### config.mk
export PLATFORM = sky130hd
export DESIGN_NAME = trr_tracker
export DESIGN_NICKNAME = d
export VERILOG_FILES = /design/src/rtl/trr_pkg.sv /design/src/rtl/trr_count_table.sv /design/src/rtl/trr_req_fifo.sv /design/src/rtl/trr_tracker.sv
export SDC_FILE = /design/constraint.sdc
export NUM_CORES = 1
export LEC_CHECK = 0
export BUFFER_PORTS_ARGS = -buffer_cell sky130_fd_sc_hd__buf_2
export CELL_PAD_IN_SITES_DETAIL_PLACEMENT = 1
export CELL_PAD_IN_SITES_GLOBAL_PLACEMENT = 1
export CORE_MARGIN = 2
export CORE_UTILIZATION = 40
export DETAILED_ROUTE_END_ITERATION = 8
export PLACE_DENSITY = 0.73
export SLEW_MARGIN = 20
export SYNTH_ARGS = -nofsm -noshare
export SYNTH_HDL_FRONTEND = slang
export SYNTH_SLANG_ARGS = --single-unit
### constraint.sdc
create_clock -name clk -period 5.9 [get_ports clk]
set_input_delay 0.885 -clock clk [delete_from_list [all_inputs] [get_ports clk]]
set_output_delay 0.885 -clock clk [all_outputs]
set_load 0.005 [all_outputs]
### src/rtl/trr_pkg.sv
package trr_pkg;

    typedef enum logic [1:0] {
        S_IDLE,
        S_EVAL,
        S_PUSH_LO,
        S_PUSH_HI
    } trr_state_e;

endpackage

### src/rtl/trr_count_table.sv
module trr_count_table #(
    parameter int ROWS  = 16,
    parameter int CNT_W = 16,
    parameter int ROW_W = $clog2(ROWS)
) (
    input  logic             clk,
    input  logic             rst_n,
    input  logic             win_clr,
    input  logic             inc_en,
    input  logic [ROW_W-1:0] inc_row,
    input  logic             clr_a_en,
    input  logic [ROW_W-1:0] clr_a_row,
    input  logic             clr_b_en,
    input  logic [ROW_W-1:0] clr_b_row,
    input  logic [ROW_W-1:0] rd_row,
    output logic [CNT_W-1:0] rd_lo2,
    output logic [CNT_W-1:0] rd_mid,
    output logic [CNT_W-1:0] rd_hi2
);

    localparam logic [ROW_W-1:0] TWO     = ROW_W'(2);
    localparam logic [CNT_W-1:0] CNT_MAX = {CNT_W{1'b1}};

    logic [CNT_W-1:0] cnt_q [ROWS];
    logic [CNT_W-1:0] cnt_d [ROWS];

    // Priority: a clear (window end or victim issue) zeroes the count, then a
    // same-cycle activate adds one on top of it.
    always_comb begin
        for (int i = 0; i < ROWS; i++) begin
            logic             hit_clr;
            logic [CNT_W-1:0] base;
            hit_clr = win_clr
                   || (clr_a_en && int'(clr_a_row) == i)
                   || (clr_b_en && int'(clr_b_row) == i);
            base = hit_clr ? '0 : cnt_q[i];
            if (inc_en && int'(inc_row) == i && base != CNT_MAX)
                base = base + 1'b1;
            cnt_d[i] = base;
        end
    end

    always_ff @(posedge clk) begin
        for (int i = 0; i < ROWS; i++) begin
            if (!rst_n) cnt_q[i] <= '0;
            else        cnt_q[i] <= cnt_d[i];
        end
    end

    // Neighbours at distance two; rows outside the array read as zero.
    always_comb begin
        rd_mid = cnt_q[rd_row];
        rd_lo2 = (int'(rd_row) >= 2)       ? cnt_q[rd_row - TWO] : '0;
        rd_hi2 = (int'(rd_row) + 2 < ROWS) ? cnt_q[rd_row + TWO] : '0;
    end

    for (genvar g = 0; g < ROWS; g++) begin : g_row_chk
        AST_WIN_CLEARS_ROW: assert property (@(posedge clk) disable iff (!rst_n) win_clr |=> cnt_q[g] <= CNT_W'(1));
        AST_ACT_INCREMENTS: assert property (@(posedge clk) disable iff (!rst_n) (inc_en && int'(inc_row) == g && !win_clr && !clr_a_en && !clr_b_en && cnt_q[g] != CNT_MAX) |=> cnt_q[g] == $past(cnt_q[g]) + 1'b1);
    end

endmodule

### src/rtl/trr_req_fifo.sv
module trr_req_fifo #(
    parameter int DEPTH = 4,
    parameter int W     = 4
) (
    input  logic         clk,
    input  logic         rst_n,
    input  logic         push,
    input  logic [W-1:0] push_data,
    output logic         out_valid,
    output logic [W-1:0] out_data,
    input  logic         out_ready,
    output logic         overflow
);

    localparam int PTR_W = (DEPTH > 1) ? $clog2(DEPTH) : 1;

    logic [W-1:0]     mem_q [DEPTH];
    logic [PTR_W-1:0] wp_q, rp_q;
    logic [PTR_W:0]   count_q;
    logic             full, do_wr, do_rd;

    assign full      = count_q == (PTR_W+1)'(DEPTH);
    assign out_valid = count_q != '0;
    assign out_data  = mem_q[rp_q];
    assign do_wr     = push && !full;
    assign do_rd     = out_valid && out_ready;

    always_ff @(posedge clk) begin
        if (!rst_n) begin
            wp_q     <= '0;
            rp_q     <= '0;
            count_q  <= '0;
            overflow <= 1'b0;
        end else begin
            if (do_wr) begin
                mem_q[wp_q] <= push_data;
                wp_q <= (int'(wp_q) == DEPTH-1) ? '0 : wp_q + 1'b1;
            end
            if (do_rd)
                rp_q <= (int'(rp_q) == DEPTH-1) ? '0 : rp_q + 1'b1;
            count_q <= count_q + (PTR_W+1)'(do_wr) - (PTR_W+1)'(do_rd);
            if (push && full)
                overflow <= 1'b1;
        end
    end

    AST_DROP_FLAGS: assert property (@(posedge clk) disable iff (!rst_n) (push && full) |=> overflow);
    AST_OVF_STICKY: assert property (@(posedge clk) disable iff (!rst_n) overflow |=> overflow);
    AST_REQ_HOLD: assert property (@(posedge clk) disable iff (!rst_n) (out_valid && !out_ready) |=> (out_valid && $stable(out_data)));

endmodule

### src/rtl/trr_tracker.sv
module trr_tracker
    import trr_pkg::*;
#(
    parameter int ROWS       = 16,
    parameter int CNT_W      = 16,
    parameter int WIN_W      = 16,
    parameter int FIFO_DEPTH = 4
) (
    input  logic                    clk,
    input  logic                    rst_n,
    input  logic                    act_valid,
    input  logic [$clog2(ROWS)-1:0] act_row,
    input  logic                    ref_tick,
    input  logic [CNT_W-1:0]        mac_limit,
    input  logic [WIN_W-1:0]        win_ticks,
    output logic                    req_valid,
    output logic [$clog2(ROWS)-1:0] req_row,
    input  logic                    req_ready,
    output logic                    overflow
);

    localparam int ROW_W = $clog2(ROWS);
    localparam logic [ROW_W-1:0] ONE = ROW_W'(1);
    localparam logic [ROW_W-1:0] TWO = ROW_W'(2);

    trr_state_e       state_q, state_d;
    logic [ROW_W-1:0] row_q;
    logic             flag_lo_q, flag_hi_q;
    logic [WIN_W-1:0] tick_q;
    logic [WIN_W:0]   tick_nx;
    logic             win_end;

    logic [CNT_W-1:0] c_lo2, c_mid, c_hi2;
    logic [CNT_W:0]   sum_lo, sum_hi;
    logic             has_lo, has_hi, hit_lo, hit_hi;

    logic             push;
    logic [ROW_W-1:0] push_row;
    logic             clr_a_en, clr_b_en;
    logic [ROW_W-1:0] clr_a_row, clr_b_row;

    // Window: the tick that completes win_ticks ticks ends the window.
    assign tick_nx = {1'b0, tick_q} + 1'b1;
    assign win_end = ref_tick && (tick_nx >= {1'b0, win_ticks});

    always_ff @(posedge clk) begin
        if (!rst_n)        tick_q <= '0;
        else if (win_end)  tick_q <= '0;
        else if (ref_tick) tick_q <= tick_nx[WIN_W-1:0];
    end

    // Threshold test on the counts around the latched row.
    assign has_lo = row_q != '0;
    assign has_hi = int'(row_q) != ROWS-1;
    assign sum_lo = {1'b0, c_lo2} + {1'b0, c_mid};
    assign sum_hi = {1'b0, c_mid} + {1'b0, c_hi2};
    assign hit_lo = has_lo && (sum_lo >= {1'b0, mac_limit});
    assign hit_hi = has_hi && (sum_hi >= {1'b0, mac_limit});

    // State register.
    always_ff @(posedge clk) begin
        if (!rst_n) state_q <= S_IDLE;
        else        state_q <= state_d;
    end

    // Row and flag capture.
    always_ff @(posedge clk) begin
        if (!rst_n) begin
            row_q     <= '0;
            flag_lo_q <= 1'b0;
            flag_hi_q <= 1'b0;
        end else begin
            if (state_q == S_IDLE && act_valid)
                row_q <= act_row;
            if (state_q == S_EVAL) begin
                flag_lo_q <= hit_lo;
                flag_hi_q <= hit_hi;
            end
        end
    end

    // Next state and outputs.
    always_comb begin
        state_d   = state_q;
        push      = 1'b0;
        push_row  = '0;
        clr_a_en  = 1'b0;
        clr_a_row = '0;
        clr_b_en  = 1'b0;
        clr_b_row = '0;
        unique case (state_q)
            S_IDLE: begin
                if (act_valid) state_d = S_EVAL;
            end
            S_EVAL: begin
                if (hit_lo)      state_d = S_PUSH_LO;
                else if (hit_hi) state_d = S_PUSH_HI;
                else             state_d = S_IDLE;
            end
            S_PUSH_LO: begin
                push      = 1'b1;
                push_row  = row_q - ONE;
                clr_a_en  = int'(row_q) >= 2;
                clr_a_row = row_q - TWO;
                clr_b_en  = 1'b1;
                clr_b_row = row_q;
                state_d   = flag_hi_q ? S_PUSH_HI : S_IDLE;
            end
            S_PUSH_HI: begin
                push      = 1'b1;
                push_row  = row_q + ONE;
                clr_a_en  = 1'b1;
                clr_a_row = row_q;
                clr_b_en  = int'(row_q) + 2 < ROWS;
                clr_b_row = row_q + TWO;
                state_d   = S_IDLE;
            end
            default: state_d = S_IDLE;
        endcase
    end

    trr_count_table #(
        .ROWS (ROWS),
        .CNT_W(CNT_W),
        .ROW_W(ROW_W)
    ) u_table (
        .clk      (clk),
        .rst_n    (rst_n),
        .win_clr  (win_end),
        .inc_en   (act_valid),
        .inc_row  (act_row),
        .clr_a_en (clr_a_en),
        .clr_a_row(clr_a_row),
        .clr_b_en (clr_b_en),
        .clr_b_row(clr_b_row),
        .rd_row   (row_q),
        .rd_lo2   (c_lo2),
        .rd_mid   (c_mid),
        .rd_hi2   (c_hi2)
    );

    trr_req_fifo #(
        .DEPTH(FIFO_DEPTH),
        .W    (ROW_W)
    ) u_fifo (
        .clk      (clk),
        .rst_n    (rst_n),
        .push     (push),
        .push_data(push_row),
        .out_valid(req_valid),
        .out_data (req_row),
        .out_ready(req_ready),
        .overflow (overflow)
    );

    AST_HI_RETURNS_IDLE: assert property (@(posedge clk) disable iff (!rst_n) (state_q == S_PUSH_HI) |=> (state_q == S_IDLE));
    AST_ACT_STARTS_EVAL: assert property (@(posedge clk) disable iff (!rst_n) (state_q == S_IDLE && act_valid) |=> (state_q == S_EVAL));
    AST_NO_LOW_WRAP: assert property (@(posedge clk) disable iff (!rst_n) (state_q == S_EVAL && row_q == '0) |=> (state_q != S_PUSH_LO));
    AST_NO_HIGH_WRAP: assert property (@(posedge clk) disable iff (!rst_n) (state_q == S_EVAL && int'(row_q) == ROWS-1) |=> (state_q != S_PUSH_HI));

endmodule

* Yosys cells after proc, flatten, opt, wreduce, memory -nomap -nowiden *
Memory sizes are Yosys's and may differ from the RTL's. A register that Yosys moved wholly into a read port is not among the register bits.
Cells that the tools add are included.

cells by class
  bitwise logic cells = 17
  magnitude comparators = 5
  muxes and demuxes = 72
  $add $sub $neg = 28
  reduce and logical (&&, ||, !) cells = 112
  eq/ne operators = 69

operator list
  cell                     count
  $mux W16                 50
  $add A16 B1 Y16 const B  16
  $ne A16 B16 Y1 const B   16
  $eq A4 B4 Y1 const B     24
  $logic_and A1 B1 Y1      71
  $ge A17 B16 Y1           3
  $eq A4 B3 Y1 const B     12
  $add A16 B16 Y17         2
  $logic_or A1 B1 Y1       32
  $lt A32 B6 Y1 const B    1
  $eq A4 B2 Y1 const B     6
  $pmux W4 S2              3
  $add A16 B1 Y17 const B  1
  $mux W2                  8
  $or A1 B1 Y1             16
  $eq A4 B1 Y1 const B     3
  $logic_not A4 Y1         3
  $mux W4                  2
  $pmux W2 S4              1
  $eq A2 B1 Y1 const B     3
  $mux W1                  6
  $add A4 B2 Y5 const B    1
  $add A2 B1 Y2 const B    2
  $add A4 B1 Y4 const B    1
  other kinds (17)         20

storage, ports and cells
  bits in registers = 31
  output and inout bits = 6
  memories kept = 2
  input port bits = 41
  memory bits (writable) = 272

memory list
  memory         depth  bits a word  rd ports  clocked after Yosys merged registers in  write ports  RTL line               text
  u_table.cnt_q  16     16           19        1                                        16           trr_count_table.sv:24  logic [CNT_W-1:0] cnt_q [ROWS];
  u_fifo.mem_q   4      4            1         1                                        1            trr_req_fifo.sv:17     logic [W-1:0] mem_q [DEPTH];

* Longest topological paths before layout *
  depth after elaboration = 11
  mapped depth = 28

* Cells and area by module *
Synthesis repeated with hierarchy kept, for this count alone.

second synthesis, totals
  cell total of the unflattened synthesis = 2771
  area, all modules = 23415.0 um^2

by module, submodules not included
  module           times used  cells an instance  area each (um^2)
  trr_count_table  1           2174               18288.8
  trr_tracker      1           522                4016.4
  trr_req_fifo     1           75                 1109.8

* Worst setup path after synthesis *
OpenSTA, ideal clock, no wires.

  path kind = register to register
  start = register row_q[1]
  end = register state_q[0]
  cell stages (with the launch flop) = 27
  clock period less this slack = 5757 ps
  slack = 143 ps
  arrival = 5696 ps
  setup time = 61 ps
  path through = dfxtp_1 -> clkbuf_1 -> clkbuf_1 -> clkbuf_1 -> inv_1 -> ha_1 -> clkbuf_1 -> clkbuf_1 -> mux4_2 -> nor2b_1 -> ha_1 -> o21ai_0 -> o21a_1 -> o31ai_1 -> nor4_1 -> nor3_1 -> a41oi_1 -> nor2b_1 -> xnor2_1 -> ha_1 -> nand3_1 -> nor2_1 -> nor4_1 -> nor2_1 -> nor4_1 -> a22o_1 -> a32o_1

between the ends
  longest elaborated chain between the ends = 9

RTL lines
  item                                                     RTL line               text
  start: declaration                                       trr_tracker.sv:27      logic [ROW_W-1:0] row_q;
  start signal: assignment                                 trr_tracker.sv:74      row_q <= act_row;
  $add A4 B2 Y5 / $add A4 B2 Y4 (equally long branches)    trr_count_table.sv:54  rd_hi2 = (int'(rd_row) + 2 < ROWS) ? cnt_q[rd_row + TWO] : '0;
  $lt A32 B6 Y1 / $mem_v2 Z16 W16 (equally long branches)  -
  $mux W16                                                 trr_count_table.sv:54
  $add A16 B16 Y17                                         trr_tracker.sv:56      assign sum_hi = {1'b0, c_mid} + {1'b0, c_hi2};
  $ge A17 B16 Y1                                           trr_tracker.sv:58      assign hit_hi = has_hi && (sum_hi >= {1'b0, mac_limit});
  $logic_and A1 B1 Y1                                      trr_tracker.sv:58
  $mux W2                                                  trr_tracker.sv:97      else if (hit_hi) state_d = S_PUSH_HI;
  $mux W2 (*)                                              trr_tracker.sv:96      if (hit_lo) state_d = S_PUSH_LO;
  $pmux W2 S4 (*)                                          trr_tracker.sv:91      unique case (state_q)
  end signal: assignment                                   trr_tracker.sv:63      else state_q <= state_d;
  end: declaration                                         trr_tracker.sv:26      trr_state_e state_q, state_d;

Every way passes the cells marked *; elsewhere a longest branch is shown, timed or not.
A chain may end at the register's enable or synchronous reset.

==> results.md <==
- The floorplan die area is 58700 um^2.
- Summing all placed instances gives a cell area of approximately 24000 um^2.
- The final hold violation count is 0.
- A synthesized cell averages 9.16 um^2.
- The horizontal extent of the die is roughly 240 um.
- Entering global routing, the biggest net connects 52 pins.
- The number of nets in the layout is about 2700.
- With fillers left out, the area of the finished cells amounts to 25200 um^2.
- The biggest area consumer among synthesized cells is dfxtp_1.
- At the pin with the least slew margin, the transition time is roughly 1.1 ns.
- The max-capacitance violation count is 0.
- The congestion estimate from routability-driven global placement came to around 0.98.
- The count of placed standard cells including taps is 3204.
- The endpoint identified for the worst register-to-register timing path is state_q[0].
- The maximum fanout encountered on the critical timing path is 20.
- The run finished with clean final reports.
- The total overflow left after global routing is 0.
- The worst setup path is captured at a register.
- The clock tree from TritonCTS is yes.
- The worst-case IR drop observed on VDD is 0.185 mV.
- Leaving out fill and tap cells, the most frequent cell in the layout is dfxtp_1.
- The number of nets in the synthesized netlist is 2637.
- The number of vias per cell is approximately 6.4.
- The first global-routing pass estimated roughly 130000 um of wire.
- Of the cells placed in the final design, the portion with a size suffix greater than 1 is 15.9%.
- The first routing iteration left between 1500 and 2000 violations.
- Summed over all layers, the routed wires come to about 82000 um.
- Once detail routing completed, the nets flagged for antenna violations numbered 0.
- The arrival time of the worst setup path is roughly 6 ns.
- The cell area that synthesis handed to floorplanning was around 23000 um^2.
- For this run, the number of Yosys warnings is 0.
- For this configuration, the core starts out at a cell density of a little over 40%.
- The floorplan has 87 rows.
- The number of global-route vias before repair is between 20000 and 25000.
- The number of antenna violations at the first check in global routing is 4.
- The share of the clock period used by the worst path after layout is a little over nine tenths.
- The number of buffers on the longest clock path is 3.
- The clock input transition at the sequential cells of the worst setup and hold paths is around 0.060 ns.
- Clock tree synthesis found a total of between 300 and 400 sinks.
- The final max-slew violation count came to 0.
- The average routed wire per standard cell is around 25 um.
- The worst hold endpoint is u_fifo.overflow.
- The final HPWL from detailed placement is between 60000 and 70000 um.
- Ranked by total cell area, the synthesized netlist is headed by dfxtp_1, mux4_2, ha_1.
- Setup violations remaining at the end of the flow were counted as 0.
- For the final database, setup skew stands at ~0.021 ns.
- After synthesis, the netlist uses 96 different library cells.
- 47 I/O pins were placed.
- The total track usage is 27.4%.
- The final cell count without fillers is 3290.
- The startpoint type of the worst setup path is a register.
- The share of the Yosys chip area taken by registers is 27.9%.
- The synthesized design contains 16 enable-type register cells.
- The worst hold path cell count is 2.
- The die height is about 240 um.
- The number of levels in the clock H-tree is 2.
- The most used flip-flop cell after synthesis is dfxtp_1.
- The setup path with the least slack is of type reg2reg.
- The power per standard cell area is 203 nW/um^2.
- Summed over all cells, the static leakage comes to about 9.1 nW.
- The top cell type by area accounts for approximately 26% of the synthesized area.
- The setup check on the worst reg-to-reg path leaves a slack of approximately 0.36 ns.
- The number of optimization iterations in the first detailed-route pass is 5.
- Clock latency on the worst-skew pair, taken at its later pin, is 0.57 ns.
- The number of I/O port buffers is 46.
- In this run the tightest slew margin relative to its limit is about a quarter.
- The achievable frequency is between 150 and 200 MHz.
- Hold is met by 0.468 ns.
- After synthesis, the share of flip-flops with an asynchronous set or reset is 0%.
- From synthesis to final layout, the design area changed by 11.1%.
- The library cells used most frequently in the layout, excluding fill and tap cells, are dfxtp_1, nor2_1, nand2_1, mux4_2, nand3_1.
- The final sum of negative setup slack is 0 ns.
- The count of mapped cells out of synthesis is between 2000 and 2500.
- The clock tree root buffer cell is clkbuf_16.
- The post-layout minimum cycle time is around 5.5 ns.
- For the worst flop-to-flop path, the logic depth is 19.
- Setup repair after global routing left no endpoint under its margin.
- The post-route worst setup slack is 0.356 ns.
- The worst hold path begins at u_fifo.overflow.
- Prior to clock tree synthesis, the placed netlist has a worst setup slack of between 0.015 and 0.02 ns.
- The clock buffer count from CTS is 39.
- After detailed routing, the number of remaining DRC violations is 0.
- The routed via count is between 20000 and 25000.
- The register bit total from synthesis is 309.
- STA puts the critical path data required time at between 6 and 7 ns.
- Buffers inserted to repair hold after CTS numbered 0.
- The placeable core area is approximately 56000 um^2.
- The min-delay analysis places its worst path in the category reg2reg.
[where the power goes]
part | internal (W) | switching (W) | total, W
Sequential | 0.00213 | 0.0000446 | 0.00217
Clock | 0.00148 | 0.000996 | 0.00248
Combinational | 0.000202 | 0.000264 | 0.000466
Total | 0.00381 | 0.00130 | 0.00511
[cells by family after synthesis]
logic type                 share of synthesized area, %
AOI/OAI and AO/OA                                  11.4
xor gates and xnor gates                           7.75
adders and majority gates                          6.46
buffers and inverters                              3.71
DFF                                                27.9
muxes                                              18.5
and+or+nand+nor                                    24.3
[how the worst max path moves through the flow]
stage	from	end	slack, ns	cells past startpoint
6_report	register	state_q[0]	0.36	19
5_1_grt	row_q[1]	state_q[0]	0.02	23
4_1_cts	row_q[2]	state_q[0]	0.07	23
3_5_place_dp	row_q[0]	state_q[0]	0.02	21
3_3_place_gp	row_q[0]	state_q[0]	0.06	24
2_1_floorplan	row_q[1]	state_q[0]	0.14	26
[area by class of cell]
class / instances / area, um^2
inverter: 80 / 300
clock inverter: 16 / 181
sequential: 309 / 6360
fill: 6475 / 31000
multi-input combinational: 1967 / 15600
clock buffer: 55 / 1140
tap: 756 / 946
timing repair buffer: 105 / 742
antenna: 2 / 5.00
[worst max-delay path: stages, from the launching register on]
cell      delay [ns]
dfxtp_2         0.68
buf_4           0.33
mux4_2          0.34
mux4_2          0.52
ha_1            0.26
inv_1           0.08
fa_1            0.22
nor2b_1         0.08
o31ai_2         0.37
a21boi_0        0.49
ha_1            0.36
o21a_1          0.18
o21ai_0         0.17
a21oi_1         0.07
nor3_1          0.37
nor3_1          0.12
nor4_2          0.33
buf_4           0.18
a22o_1          0.15
a32o_1          0.17
[per-stage QoR]
step | util (%) | power (W)
2_1_floorplan | - | 0.00253
3_3_place_gp | 42.2 | 0.00265
3_5_place_dp | 42.2 | 0.00267
4_1_cts | 44.6 | 0.00515
5_1_grt | 44.8 | 0.00530
6_report | 44.9 | 0.00511
[layer usage]
metal / vias up / routed length (um) / track usage [%]
met3: 215 / 6820 / 5.67
met2: 934 / 38500 / 45.4
li1: 9338 / - / -
met1: 10600 / 32800 / 34.6
met4: 2 / 3900 / 11.6
met5: - / 12 / 0
[state kept, by name, summed over array words and instances, names as in the netlist, named ones only]
register / count
u_table.cnt_q: 256
tick_q: 16
u_fifo.mem_q: 16
row_q: 4
u_fifo.count_q: 3
state_q: 2
u_fifo.rp_q: 2
u_fifo.wp_q: 2
flag_hi_q: 1
u_fifo.overflow: 1
[timing repair]
item / 4_1_cts / 5_1_grt
cloned: 0 / 0
endpoints found under the setup margin: 2 / 17
hold endpoints to repair: 0 / 0
pin swaps: 0 / 1
resized for setup: 1 / 8
buffers inserted: 1 / 12
[cell usage after synthesis (45+ instances only)]
master	instances
dfxtp_1	293
nor2_1	283
nand2_1	180
mux4_2	177
nand3_1	142
a21oi_1	115
ha_1	111
xnor2_1	110
xor2_1	86
nand4_1	83
and3_1	82
inv_1	80
clkbuf_1	77
o21ai_0	67
or3_1	46
nor3_1	45
Note: power is estimated with default switching activity, not from simulation.
